File: config.mk
export PLATFORM = sky130hd
export DESIGN_NAME = stream_dispatch
export DESIGN_NICKNAME = d
export VERILOG_FILES = /design/src/rtl/sdisp_pkg.sv /design/src/rtl/cmd_fifo.sv /design/src/rtl/busy_engine.sv /design/src/rtl/stream_dispatch.sv
export SDC_FILE = /design/constraint.sdc
export NUM_CORES = 1
export LEC_CHECK = 0
export ABC_CLOCK_PERIOD_IN_PS = 13510
export BUFFER_PORTS_ARGS = -buffer_cell sky130_fd_sc_hd__buf_2
export CORE_MARGIN = 2
export CORE_UTILIZATION = 34
export DETAILED_ROUTE_END_ITERATION = 10
export PLACE_DENSITY = 0.53
export RECOVER_POWER = 100
export SYNTH_ARGS = -nofsm -noshare
export SYNTH_HDL_FRONTEND = slang
export SYNTH_SLANG_ARGS = --single-unit
File: constraint.sdc
create_clock -name clk -period 13.51 [get_ports clk]
set_clock_uncertainty 0.15 [all_clocks]
set_input_delay 2.0265 -clock clk [delete_from_list [all_inputs] [get_ports clk]]
set_output_delay 2.0265 -clock clk [all_outputs]
set_load 0.1 [all_outputs]
File: src/rtl/sdisp_pkg.sv
package sdisp_pkg;
    typedef enum logic {
        KIND_COMPUTE = 1'b0,
        KIND_COPY    = 1'b1
    } kind_e;

    localparam int NUM_ENGINES = 2;
endpackage

File: src/rtl/cmd_fifo.sv
module cmd_fifo #(
    parameter int W     = 8,
    parameter int DEPTH = 8
) (
    input  logic         clk,
    input  logic         rst_n,
    input  logic         push,
    input  logic [W-1:0] din,
    input  logic         pop,
    output logic [W-1:0] dout,
    output logic         empty,
    output logic         full
);
    localparam int AW = (DEPTH > 1) ? $clog2(DEPTH) : 1;
    localparam int CW = $clog2(DEPTH + 1);

    typedef struct packed {
        logic [DEPTH-1:0][W-1:0] mem;
        logic [AW-1:0]           rd;
        logic [AW-1:0]           wr;
        logic [CW-1:0]           cnt;
    } fifo_st_t;

    fifo_st_t st_d, st_q;

    function automatic logic [AW-1:0] step(input logic [AW-1:0] p);
        return (p == AW'(DEPTH - 1)) ? '0 : p + 1'b1;
    endfunction

    always_comb begin
        st_d = st_q;
        if (push) begin
            st_d.mem[st_q.wr] = din;
            st_d.wr           = step(st_q.wr);
        end
        if (pop) begin
            st_d.rd = step(st_q.rd);
        end
        st_d.cnt = st_q.cnt + CW'(push) - CW'(pop);
    end

    always_ff @(posedge clk) begin
        if (!rst_n) st_q <= '0;
        else        st_q <= st_d;
    end

    assign dout  = st_q.mem[st_q.rd];
    assign empty = (st_q.cnt == '0);
    assign full  = (st_q.cnt == CW'(DEPTH));


    no_overflow_chk: assert property (@(posedge clk) disable iff (!rst_n)
        push |-> (!full || pop));


    no_underflow_chk: assert property (@(posedge clk) disable iff (!rst_n)
        pop |-> !empty);
endmodule

File: src/rtl/busy_engine.sv
module busy_engine #(
    parameter int LENW = 8
) (
    input  logic            clk,
    input  logic            rst_n,
    input  logic            start,
    input  logic [LENW-1:0] len,
    output logic            busy,
    output logic            done
);
    typedef struct packed {
        logic            busy;
        logic [LENW-1:0] cnt;
    } eng_st_t;

    eng_st_t st_d, st_q;

    always_comb begin
        st_d = st_q;
        if (start) begin
            st_d.busy = 1'b1;
            st_d.cnt  = (len == '0) ? LENW'(1) : len;
        end else if (st_q.busy) begin
            if (st_q.cnt == LENW'(1)) begin
                st_d.busy = 1'b0;
                st_d.cnt  = '0;
            end else begin
                st_d.cnt = st_q.cnt - 1'b1;
            end
        end
    end

    always_ff @(posedge clk) begin
        if (!rst_n) st_q <= '0;
        else        st_q <= st_d;
    end

    assign busy = st_q.busy;
    assign done = st_q.busy && (st_q.cnt == LENW'(1));


    start_free_chk: assert property (@(posedge clk) disable iff (!rst_n)
        start |-> !busy);


    done_clears_chk: assert property (@(posedge clk) disable iff (!rst_n)
        done |=> !busy);
endmodule

File: src/rtl/stream_dispatch.sv
module stream_dispatch #(
    parameter int NSTREAM = 4,
    parameter int QDEPTH  = 8,
    parameter int LENW    = 8,
    parameter int TAGW    = 5,
    localparam int SIDW   = (NSTREAM > 1) ? $clog2(NSTREAM) : 1
) (
    input  logic            clk,
    input  logic            rst_n,
    input  logic            cmd_valid,
    output logic            cmd_ready,
    input  logic            cmd_kind,
    input  logic [SIDW-1:0] cmd_stream,
    input  logic [LENW-1:0] cmd_len,
    output logic            cmp_start,
    output logic [SIDW-1:0] cmp_stream,
    output logic            cmp_busy,
    output logic            cmp_done,
    output logic            cpy_start,
    output logic [SIDW-1:0] cpy_stream,
    output logic            cpy_busy,
    output logic            cpy_done,
    output logic            idle
);
    import sdisp_pkg::*;

    localparam int NE = NUM_ENGINES;

    typedef struct packed {
        logic [SIDW-1:0] sid;
        logic [LENW-1:0] len;
        logic [TAGW-1:0] seq;
        logic [TAGW-1:0] tick;
        logic [TAGW-1:0] epoch;
    } ent_t;

    localparam int EW = $bits(ent_t);

    typedef struct packed {
        logic [TAGW-1:0]               gseq;
        logic [TAGW-1:0]               epoch;
        logic [TAGW-1:0]               dcnt;
        logic [NSTREAM-1:0][TAGW-1:0]  itk;
        logic [NSTREAM-1:0][TAGW-1:0]  dtk;
        logic [NE-1:0][SIDW-1:0]       run_sid;
        logic [NE-1:0][TAGW-1:0]       run_seq;
        logic [NE-1:0]                 run_def;
        logic [NE-1:0]                 start;
        logic [NE-1:0][SIDW-1:0]       start_sid;
    } top_st_t;

    top_st_t st_d, st_q;

    ent_t            new_ent;
    ent_t            head   [NE];
    logic [EW-1:0]   head_w [NE];
    logic [NE-1:0]   q_empty, q_full, q_push, disp, e_busy, e_done;
    logic            accept;

    assign cmd_ready = !q_full[cmd_kind];
    assign accept    = cmd_valid && cmd_ready;

    always_comb begin
        new_ent       = '0;
        new_ent.sid   = cmd_stream;
        new_ent.len   = cmd_len;
        new_ent.seq   = st_q.gseq;
        new_ent.tick  = st_q.itk[cmd_stream];
        new_ent.epoch = st_q.epoch;
    end

    for (genvar k = 0; k < NE; k++) begin : g_lane
        assign q_push[k] = accept && (cmd_kind == k[0]);
        assign head[k]   = ent_t'(head_w[k]);

        cmd_fifo #(.W(EW), .DEPTH(QDEPTH)) u_q (
            .clk(clk), .rst_n(rst_n), .push(q_push[k]), .din(EW'(new_ent)),
            .pop(disp[k]), .dout(head_w[k]), .empty(q_empty[k]), .full(q_full[k])
        );

        busy_engine #(.LENW(LENW)) u_eng (
            .clk(clk), .rst_n(rst_n), .start(disp[k]), .len(head[k].len),
            .busy(e_busy[k]), .done(e_done[k])
        );
    end

    always_comb begin
        logic [TAGW-1:0] my_age;
        logic            older_wait, def_ok, dep_ok;
        int              o;
        st_d  = st_q;
        disp  = '0;

        for (int k = 0; k < NE; k++) begin
            o          = (k == 0) ? 1 : 0;
            my_age     = st_q.gseq - head[k].seq;
            older_wait = (!q_empty[o] && ((st_q.gseq - head[o].seq) > my_age)) ||
                         (e_busy[o] && ((st_q.gseq - st_q.run_seq[o]) > my_age));
            def_ok     = !older_wait;
            dep_ok     = (st_q.dtk[head[k].sid] == head[k].tick) &&
                         (st_q.dcnt == head[k].epoch);
            disp[k]    = !q_empty[k] && !e_busy[k] &&
                         ((head[k].sid == '0) ? def_ok : dep_ok);
            st_d.start[k] = disp[k];
            if (disp[k]) begin
                st_d.run_sid[k]   = head[k].sid;
                st_d.run_seq[k]   = head[k].seq;
                st_d.run_def[k]   = (head[k].sid == '0);
                st_d.start_sid[k] = head[k].sid;
            end
            if (e_done[k]) begin
                st_d.dtk[st_q.run_sid[k]] = st_d.dtk[st_q.run_sid[k]] + 1'b1;
                if (st_q.run_def[k]) st_d.dcnt = st_d.dcnt + 1'b1;
            end
        end

        if (accept) begin
            st_d.gseq            = st_q.gseq + 1'b1;
            st_d.itk[cmd_stream] = st_q.itk[cmd_stream] + 1'b1;
            if (cmd_stream == '0) st_d.epoch = st_q.epoch + 1'b1;
        end
    end

    always_ff @(posedge clk) begin
        if (!rst_n) st_q <= '0;
        else        st_q <= st_d;
    end

    assign cmp_start  = st_q.start[KIND_COMPUTE];
    assign cmp_stream = st_q.start_sid[KIND_COMPUTE];
    assign cmp_busy   = e_busy[KIND_COMPUTE];
    assign cmp_done   = e_done[KIND_COMPUTE];
    assign cpy_start  = st_q.start[KIND_COPY];
    assign cpy_stream = st_q.start_sid[KIND_COPY];
    assign cpy_busy   = e_busy[KIND_COPY];
    assign cpy_done   = e_done[KIND_COPY];
    assign idle       = (&q_empty) && !(|e_busy);


    stream_excl_chk: assert property (@(posedge clk) disable iff (!rst_n)
        (e_busy[0] && e_busy[1]) |-> (st_q.run_sid[0] != st_q.run_sid[1]));


    barrier_alone_chk: assert property (@(posedge clk) disable iff (!rst_n)
        (e_busy[0] && e_busy[1]) |-> (!st_q.run_def[0] && !st_q.run_def[1]));


    idle_quiet_chk: assert property (@(posedge clk) disable iff (!rst_n)
        (idle && !cmd_valid) |=> !(cmp_start || cpy_start));


    start_busy_chk: assert property (@(posedge clk) disable iff (!rst_n)
        cmp_start |-> cmp_busy);
endmodule

==> out/metrics.sh, run 1 <==
STATUS='complete, but fails checks'
VIOLATIONS='capacitance limit, slew limit'
GRT_USE_TOTAL=0.201
POST_SYNTH_INST_COUNT=2866
FINAL-HOLD-VIOLATION-COUNT=0
PLACED_CELLS=3637
SLOWEST_DELAY_NS=4.03
ROUTEDWLPERCELL_UM=20.2
REPORT.FINAL.SLEW_VIOL_COUNT=226
SYNTH.AVG_CELL_AREA_UM2=8.54
PD_CELLS_nW_PER_UM2=161
LEAKAGEPOWER_nW=9.11
FINAL_CELLS=3733
POST-CTS-SETUP-BUFFER-COUNT=0
FLOORPLAN.INITIALDENSITY=0.343
IO_BUFFERS=25
POST_SYNTH_NUM_CELL_TYPES=71
DRT.ANTENNA.VIOLATING_NETS=0
WORSTPATHBUFFERINVERTERCOUNT=4
VIA_COUNT=20100
OVERFLOW=0
SYNTH.TOP_CELL.AREA_SHARE=0.418
VIAS_IN_THE_FIRST_GLOBAL_ROUTE=19600
SYNTH_TOP_CELL_BY_AREA='dfxtp_1'
NUM-NETS-FINAL=2823
CTS_TREE='done'
DRC=0
IOPINCOUNT=26
CRITPATHREQUIREDTIME_NS=13.88
PATH_CLASS='in2reg'
FRACTION_OF_THE_YOSYS_AREA_TAKEN_BY_SEQUENTIAL_CELLS=0.418
WORSTSKEWPAIRLATENCY_NS=0.63
CP-START-KIND='primary input'
FINALWIRELENGTH_UM=75600
FP.DIEAREA_UM2=74100
CRITICAL_PATH_ARRIVAL_NS=9.29
DRIVE_ABOVE_1_SHARE=0.110
POST-ROUTE-MIN-PERIOD_NS=8.93
HPWLAFTERDP_UM=45800
MAX_CLOCK_FREQ_MHz=112
GP_ROUTABILITY_CONGESTION=0.857
FINAL_MIN_PERIOD_OVER_CLOCK_PERIOD=0.661
POST_CTS_HOLD_BUFFER_COUNT=0
ROOT_BUFFER='clkbuf_16'
VIAS_PER_CELL=5.38
FINALSETUPVIOLATIONS=0
FINALSETUPTNS_NS=0
MAXCAPVIOLCOUNT=4
DETAILEDROUTE.FIRSTITERATIONVIOLATIONS=1614
SYNTH_AREA_UM2=24500
GRT_MAX_DEGREE=217
AREA_GROWTH_PCT=10.1
IR_DROP_mV=0.113
FP.COREAREA_UM2=71400
TIMING.SLEW.HEADROOM=-1.88
HTREEDEPTH=2
DRT_PRE_ANTENNA_ITERS=5
NETLIST_TOP_CELLS_AREA='dfxtp_1, nand2_1, mux4_2'
WORST_PIN_SLEW_NS=4.29
PATH_DELAY_FAMILY='buffers and inverters'
SLOWEST_STAGE_CELL_CRIT_PATH='clkinvlp_2'
CTS-RESIZED-GATES=0
DIE_WIDTH_UM=272
CTS_MADE_BUFFERS=54
WORST_SETUP_HOLD_PATH_CLK_SLEW_NS=0.06
SYNTH.FF_LATCH_COUNT=511
DIE_H_UM=272
CLOCK-SINKS=511
YS_DOMINANT_REG_CELL='dfxtp_1'
GRT_PASS1_WL_UM=117000
LAYOUT.CELLS.MOST_COMMON='nand2_1'
CRITPATHMAXFANOUT=216
CTSLONGESTPATHBUFFERS=3
MOST-COMMON-LAYOUT-CELLS='nand2_1, dfxtp_1, a21oi_1'
POSTSYNTHNETCOUNT=2946
YS_WARN_COUNT=0
CRIT_PATH_END_KIND='flip-flop'
COUNT_OF_FLIP_FLOPS_WITH_A_BUILT_IN_ENABLE_AFTER_SYNTHESIS=0
GRT_ANTENNA_BEFORE_REPAIR=5
CP_CELL_SEQUENCE='buf_2 -> clkbuf_1 -> clkinvlp_2 -> buf_12 -> a211oi_1'
PROPORTION_OF_SYNTHESIZED_FLIP_FLOPS_HAVING_ASYNCHRONOUS_SET_OR_RESET=0
ANTENNA_CELLS=0
WORSTHOLDPATHTYPE='reg2reg'
ROWS=98
GRT_SETUP_UNREPAIRED='no'
## through the flow
stage | power [mW] | hold slack, ns | area (um2) | utilization | worst slack [ns]
6_report | 4.34 | 0.301 | 26900 | 0.378 | 4.58
5_1_grt | 4.57 | 0.317 | 26900 | 0.378 | 4.06
4_1_cts | 4.39 | 0.303 | 27000 | 0.378 | 7.21
3_5_place_dp | 2.88 | 0.294 | 25200 | 0.353 | 7.26
3_3_place_gp | 2.85 | 0.288 | 25200 | 0.353 | 7.35
2_1_floorplan | 2.60 | 0.283 | 24500 | - | 7.18
## synthesized netlist by cell type, drive strengths merged (4+ instances only)
cell type and instances:
and2 24, nand4 13, and3 5, mux2 20, a21oi 447, clkbuf 199
nand4b 5, o21a 7, xor2 26, buf 44, or3 7, nor3 25
fa 6, nor3b 6, mux2i 104, ha 60, a21o 12, nor2b 14
o21ai 23, or2 6, inv 53, dfxtp 511, mux4 112, a31oi 6
nor4 11, nand2 857, a221oi 4, a211oi 42, xnor2 36, nand2b 8
nor2 106, nand3 29, nor4b 4, nand3b 5
## per-layer routing
layer | GRT usage | vias to the layer above | routed length [um]
met1 | 0.267 | 9801 | 32400
li1 | - | 9487 | -
met4 | 0.0564 | 10 | 1950
met3 | 0.0358 | 144 | 5450
met2 | 0.334 | 650 | 35700
met5 | 0 | - | 74
## tightest hold or removal path: cells and delay by family, from the launching register on
kind | cells | cell delay [ns]
compound gates | 1 | 0.05
flops | 1 | 0.30
simple gates | 1 | 0.05
## power by group
| group | leakage, nW | total (mW) | internal [mW] | switching, mW |
|---|---|---|---|---|
| sequential | 4.13 | 1.68 | 1.58 | 0.106 |
| combinational | 4.09 | 1.16 | 0.444 | 0.712 |
| clock | 0.891 | 1.51 | 0.867 | 0.638 |
## kinds of logic after synthesis
group / synth area share
XOR/XNOR: 0.0222
AO/OA/AOI/OAI: 0.129
adder cells (fa/ha/maj): 0.0356
multiplexers: 0.156
AND/OR/NAND/NOR: 0.191
buffers and inverters: 0.0495
flip-flops: 0.418
## worst paths after layout
path | startpoint | end | slack [ns] | cells past startpoint
worst min register to register | g_lane[1].u_q.st_q[181] | g_lane[1].u_q.st_q[181] | 0.30 | 2
worst min-delay path | g_lane[1].u_q.st_q[181] | g_lane[1].u_q.st_q[181] | 0.30 | 2
worst max-delay path | rst_n | st_q[24] | 4.58 | 5
worst max register to register | g_lane[0].u_q.st_q[8] | g_lane[0].u_q.st_q[1] | 4.74 | 25
## final cells by class
| cell class | count | area (um2) |
|---|---|---|
| clock buffers | 81 | 1620 |
| repair buffers | 64 | 400 |
| fillers | 7232 | 44400 |
| multi-input cells | 2059 | 13100 |
| well taps | 950 | 1190 |
| clock inverters | 15 | 165 |
| inverters | 53 | 203 |
| flip-flops and latches | 511 | 10200 |
## state kept, by name (all words and copies together) (netlist names)
| register | count |
|---|---|
| g_lane.u_eng.st_q | 16 |
| cmp_start | 1 |
| cmp_stream | 2 |
| st_q | 57 |
| g_lane.u_eng.busy | 2 |
| cpy_start | 1 |
| g_lane.u_q.st_q | 420 |
| new_ent | 10 |
| cpy_stream | 2 |
Power figures use the tool's default switching activity.
==> run 2, diff against run 1 <==
--- a/config.mk
+++ b/config.mk
@@ -5,12 +5,13 @@
 export SDC_FILE = /design/constraint.sdc
 export NUM_CORES = 1
 export LEC_CHECK = 0
-export ABC_CLOCK_PERIOD_IN_PS = 13510
+export ABC_AREA = 1
+export ABC_CLOCK_PERIOD_IN_PS = 7600
 export BUFFER_PORTS_ARGS = -buffer_cell sky130_fd_sc_hd__buf_2
 export CORE_MARGIN = 2
 export CORE_UTILIZATION = 34
 export DETAILED_ROUTE_END_ITERATION = 10
-export PLACE_DENSITY = 0.53
+export PLACE_DENSITY = 0.55
 export RECOVER_POWER = 100
 export SYNTH_ARGS = -nofsm -noshare
 export SYNTH_HDL_FRONTEND = slang
==> constraint.sdc (replaced) <==
create_clock -name clk -period 7.6 [get_ports clk]
set_clock_uncertainty 0.15 [all_clocks]
set_input_delay 1.14 -clock clk [delete_from_list [all_inputs] [get_ports clk]]
set_output_delay 1.14 -clock clk [all_outputs]
set_load 0.1 [all_outputs]
==> out/metrics.sh, run 2 <==
STATUS='complete, but fails checks'
VIOLATIONS='capacitance limit, slew limit'
GRT_PASS1_WL_UM=119000
POST-CTS-SETUP-BUFFER-COUNT=0
ROWS=99
DESIGN_POWER_TOTAL_mW=9.63
FINALSETUPTNS_NS=0
DRT.ANTENNA.VIOLATING_NETS=0
SW_FRAC_OF_TOTAL=0.411
PROPORTION_OF_POWER_DRAWN_BY_COMBINATIONAL_GATES=0.391
SYNTH.TOP_CELL.AREA_SHARE=0.410
SYNTH_COMMONEST_CELLS='o21ai_0, nand2_1, dfxtp_1'
GRT_SETUP_UNREPAIRED='no'
POSTLAYOUTCELLAREA_UM2=27200
ROUTEDWLPERCELL_UM=17.2
POST_CTS_HOLD_BUFFER_COUNT=0
FINALSETUPVIOLATIONS=0
CP-START-KIND='flip-flop'
POSTSYNTHNETCOUNT=3655
CRITICAL_PATH_ARRIVAL_NS=6.87
YS_DOMINANT_REG_CELL='dfxtp_1'
SYNTH.FF_LATCH_COUNT=511
ROOT_BUFFER='clkbuf_16'
GRT_ANTENNA_BEFORE_REPAIR=1
INTERNAL-POWER_mW=5.68
WORSTHOLDPATHTYPE='reg2reg'
VIAS_IN_THE_FIRST_GLOBAL_ROUTE=20300
FINALWIRELENGTH_UM=76500
NETLIST_TOP_CELLS_AREA='dfxtp_1, o21ai_0, a21oi_1'
SWITCHING_POWER_mW=3.95
DIE_H_UM=275
CTS-RESIZED-GATES=0
FINALWORSTSETUPSLACK_NS=1.12
POST_DP_CELL_AREA_UM2=25400
IO_BUFFERS=25
FP.COREAREA_UM2=72800
POST_SYNTH_INST_COUNT=3575
VIA_COUNT=22700
FP.DIEAREA_UM2=75500
LAYOUT.CELLS.MOST_COMMON='o21ai_0'
FINAL_MIN_PERIOD_OVER_CLOCK_PERIOD=0.852
OVERFLOW=0
WORSTSKEWPAIRLATENCY_NS=0.62
PROPORTION_OF_SYNTHESIZED_FLIP_FLOPS_HAVING_ASYNCHRONOUS_SET_OR_RESET=0
CPMOSTUSEDCELL='nor2_1'
MAX_CLOCK_FREQ_MHz=154
AREA_GROWTH_PCT=8.98
CLOCK-SINKS=511
FILLCELLCOUNT=7730
DIE_WIDTH_UM=275
NUM-NETS-FINAL=3522
POST-ROUTE-MIN-PERIOD_NS=6.48
PATH_CLASS='reg2reg'
YOSYSMOSTFREQUENTCELL='o21ai_0'
CRITPATHREQUIREDTIME_NS=8.00
WORST_SETUP_HOLD_PATH_CLK_SLEW_NS=0.06
FLOORPLAN.INITIALDENSITY=0.342
SLOWEST_STAGE_CELL_CRIT_PATH='inv_2'
POWER.SHARE.CLOCK=0.288
LARGEST_REGISTERS='g_lane.u_q.st_q: 420 flops, st_q: 57 flops, g_lane.u_eng.st_q: 16 flops'
FINAL-HOLD-VIOLATION-COUNT=0
CTS_TREE='done'
GRT_MAX_DEGREE=284
POST_SYNTH_NUM_CELL_TYPES=49
MAXCAPVIOLCOUNT=9
SYNTH_TOP_CELL_BY_AREA='dfxtp_1'
CTSLONGESTPATHBUFFERS=3
WORST_PIN_SLEW_NS=4.97
CRITPATHMAXFANOUT=49
COUNT_OF_FLIP_FLOPS_WITH_A_BUILT_IN_ENABLE_AFTER_SYNTHESIS=0
LARGEST_REG_FLOPS=420
DRC=0
DRIVE_ABOVE_1_SHARE=0.0519
YS_WARN_COUNT=0
SLOWEST_DELAY_NS=0.66
SYNTH_AREA_UM2=24900
DETAILEDROUTE.FIRSTITERATIONVIOLATIONS=1978
SYNTH.AVG_CELL_AREA_UM2=6.98
IR_DROP_mV=0.212
REGISTERS.TOP_BY_FF_COUNT='g_lane.u_q.st_q'
REPORT.FINAL.SLEW_VIOL_COUNT=572
CRIT_PATH_END_KIND='flip-flop'
MOST-COMMON-LAYOUT-CELLS='o21ai_0, nand2_1, dfxtp_1'
SEQ_POWER_SHARE=0.321
DRT_PRE_ANTENNA_ITERS=6
HTREEDEPTH=2
IOPINCOUNT=26
TIMING.SLEW.HEADROOM=-2.32
ANTENNA_CELLS=0
LEAKAGEPOWER_nW=11.3
GP_ROUTABILITY_CONGESTION=0.867
HPWLAFTERDP_UM=48600
GRT_USE_TOTAL=0.199
FRACTION_OF_THE_YOSYS_AREA_TAKEN_BY_SEQUENTIAL_CELLS=0.410
PD_CELLS_nW_PER_UM2=354
VIAS_PER_CELL=5.10
CTS_MADE_BUFFERS=57
PLACE_WORST_SETUP_SLACK_NS=1.34
==> run 2: cell count changes after synthesis, moves of 24 or more <==
cell	previous run	this run
o21ai_1	0	30
inv_1	49	312
xnor2_1	36	5
o21ai_0	23	581
and2_1	24	0
a211oi_1	37	2
nand2_1	857	532
nand3_1	27	222
nor2_1	106	415
mux2i_1	103	0
mux4_2	112	0
==> run 2: final cells by class <==
cell class / count / area (um2) / area share
inverter: 331 / 1240 / 0.0457
clock buffer: 84 / 1640 / 0.0603
clock inverter: 18 / 209 / 0.00769
tap: 959 / 1200 / 0.0441
timing repair buffer: 62 / 344 / 0.0127
multi-input combinational: 2479 / 12300 / 0.453
sequential: 511 / 10200 / 0.377
==> run 2: through the flow <==
| step | instances | hold slack, ns | utilization |
|---|---|---|---|
| after floorplan | 3575 | 0.274 | - |
| after CTS | 4444 | 0.301 | 0.375 |
| after global placement | 4342 | 0.284 | 0.349 |
| final | 4444 | 0.297 | 0.373 |
| after global routing | 4444 | 0.311 | 0.373 |
| after detailed placement | 4342 | 0.293 | 0.349 |
==> run 2: worst max-delay path, delay by kind of cell (launching register included) <==
kind | cells | cell delay, ns
xor+xnor | 1 | 0.22
flops | 1 | 0.51
simple gates | 10 | 1.10
fa+ha+maj | 5 | 1.42
buf+inv | 4 | 1.08
compound gates | 9 | 1.89
==> run 2: kinds of logic (layout without fill, tap and decap cells) <==
kind of cell,Yosys count,in the layout,synth area share
buffers and inverters,585,495,0.0975
AND/OR/NAND/NOR,1229,1229,0.205
XOR/XNOR,34,34,0.0119
flip-flops,511,511,0.410
adder cells (fa/ha/maj),66,66,0.0349
AO/OA/AOI/OAI,1150,1150,0.241
==> run 2: layer usage <==
metal / GRT usage / wire length, um / share of wire
met1: 0.288 / 37600 / 0.49
met2: 0.315 / 33900 / 0.44
met3: 0.0251 / 3690 / 0.048
met4: 0.0434 / 1300 / 0.017
met5: 0 / 0 / 0
==> run 2: path summary, 6_finish.rpt <==
kind | from | endpoint | slack [ns] | cells past startpoint
min | g_lane[0].u_q.st_q[151] | g_lane[0].u_q.st_q[151] | 0.30 | 2
min reg2reg | g_lane[0].u_q.st_q[151] | g_lane[0].u_q.st_q[151] | 0.30 | 2
max reg2reg | g_lane[1].u_q.st_q[7] | g_lane[1].u_q.st_q[3] | 1.12 | 29
max | g_lane[1].u_q.st_q[7] | g_lane[1].u_q.st_q[3] | 1.12 | 29
==> run 2: power groups by stage <==
stage	combinational (mW)	sequential, mW	clock [mW]
after global routing	4.28	3.11	2.94
after global placement	3.75	3.14	0
after floorplan	2.97	3.07	0
after CTS	3.78	3.08	2.84
final	3.77	3.09	2.78
after detailed placement	3.77	3.14	0
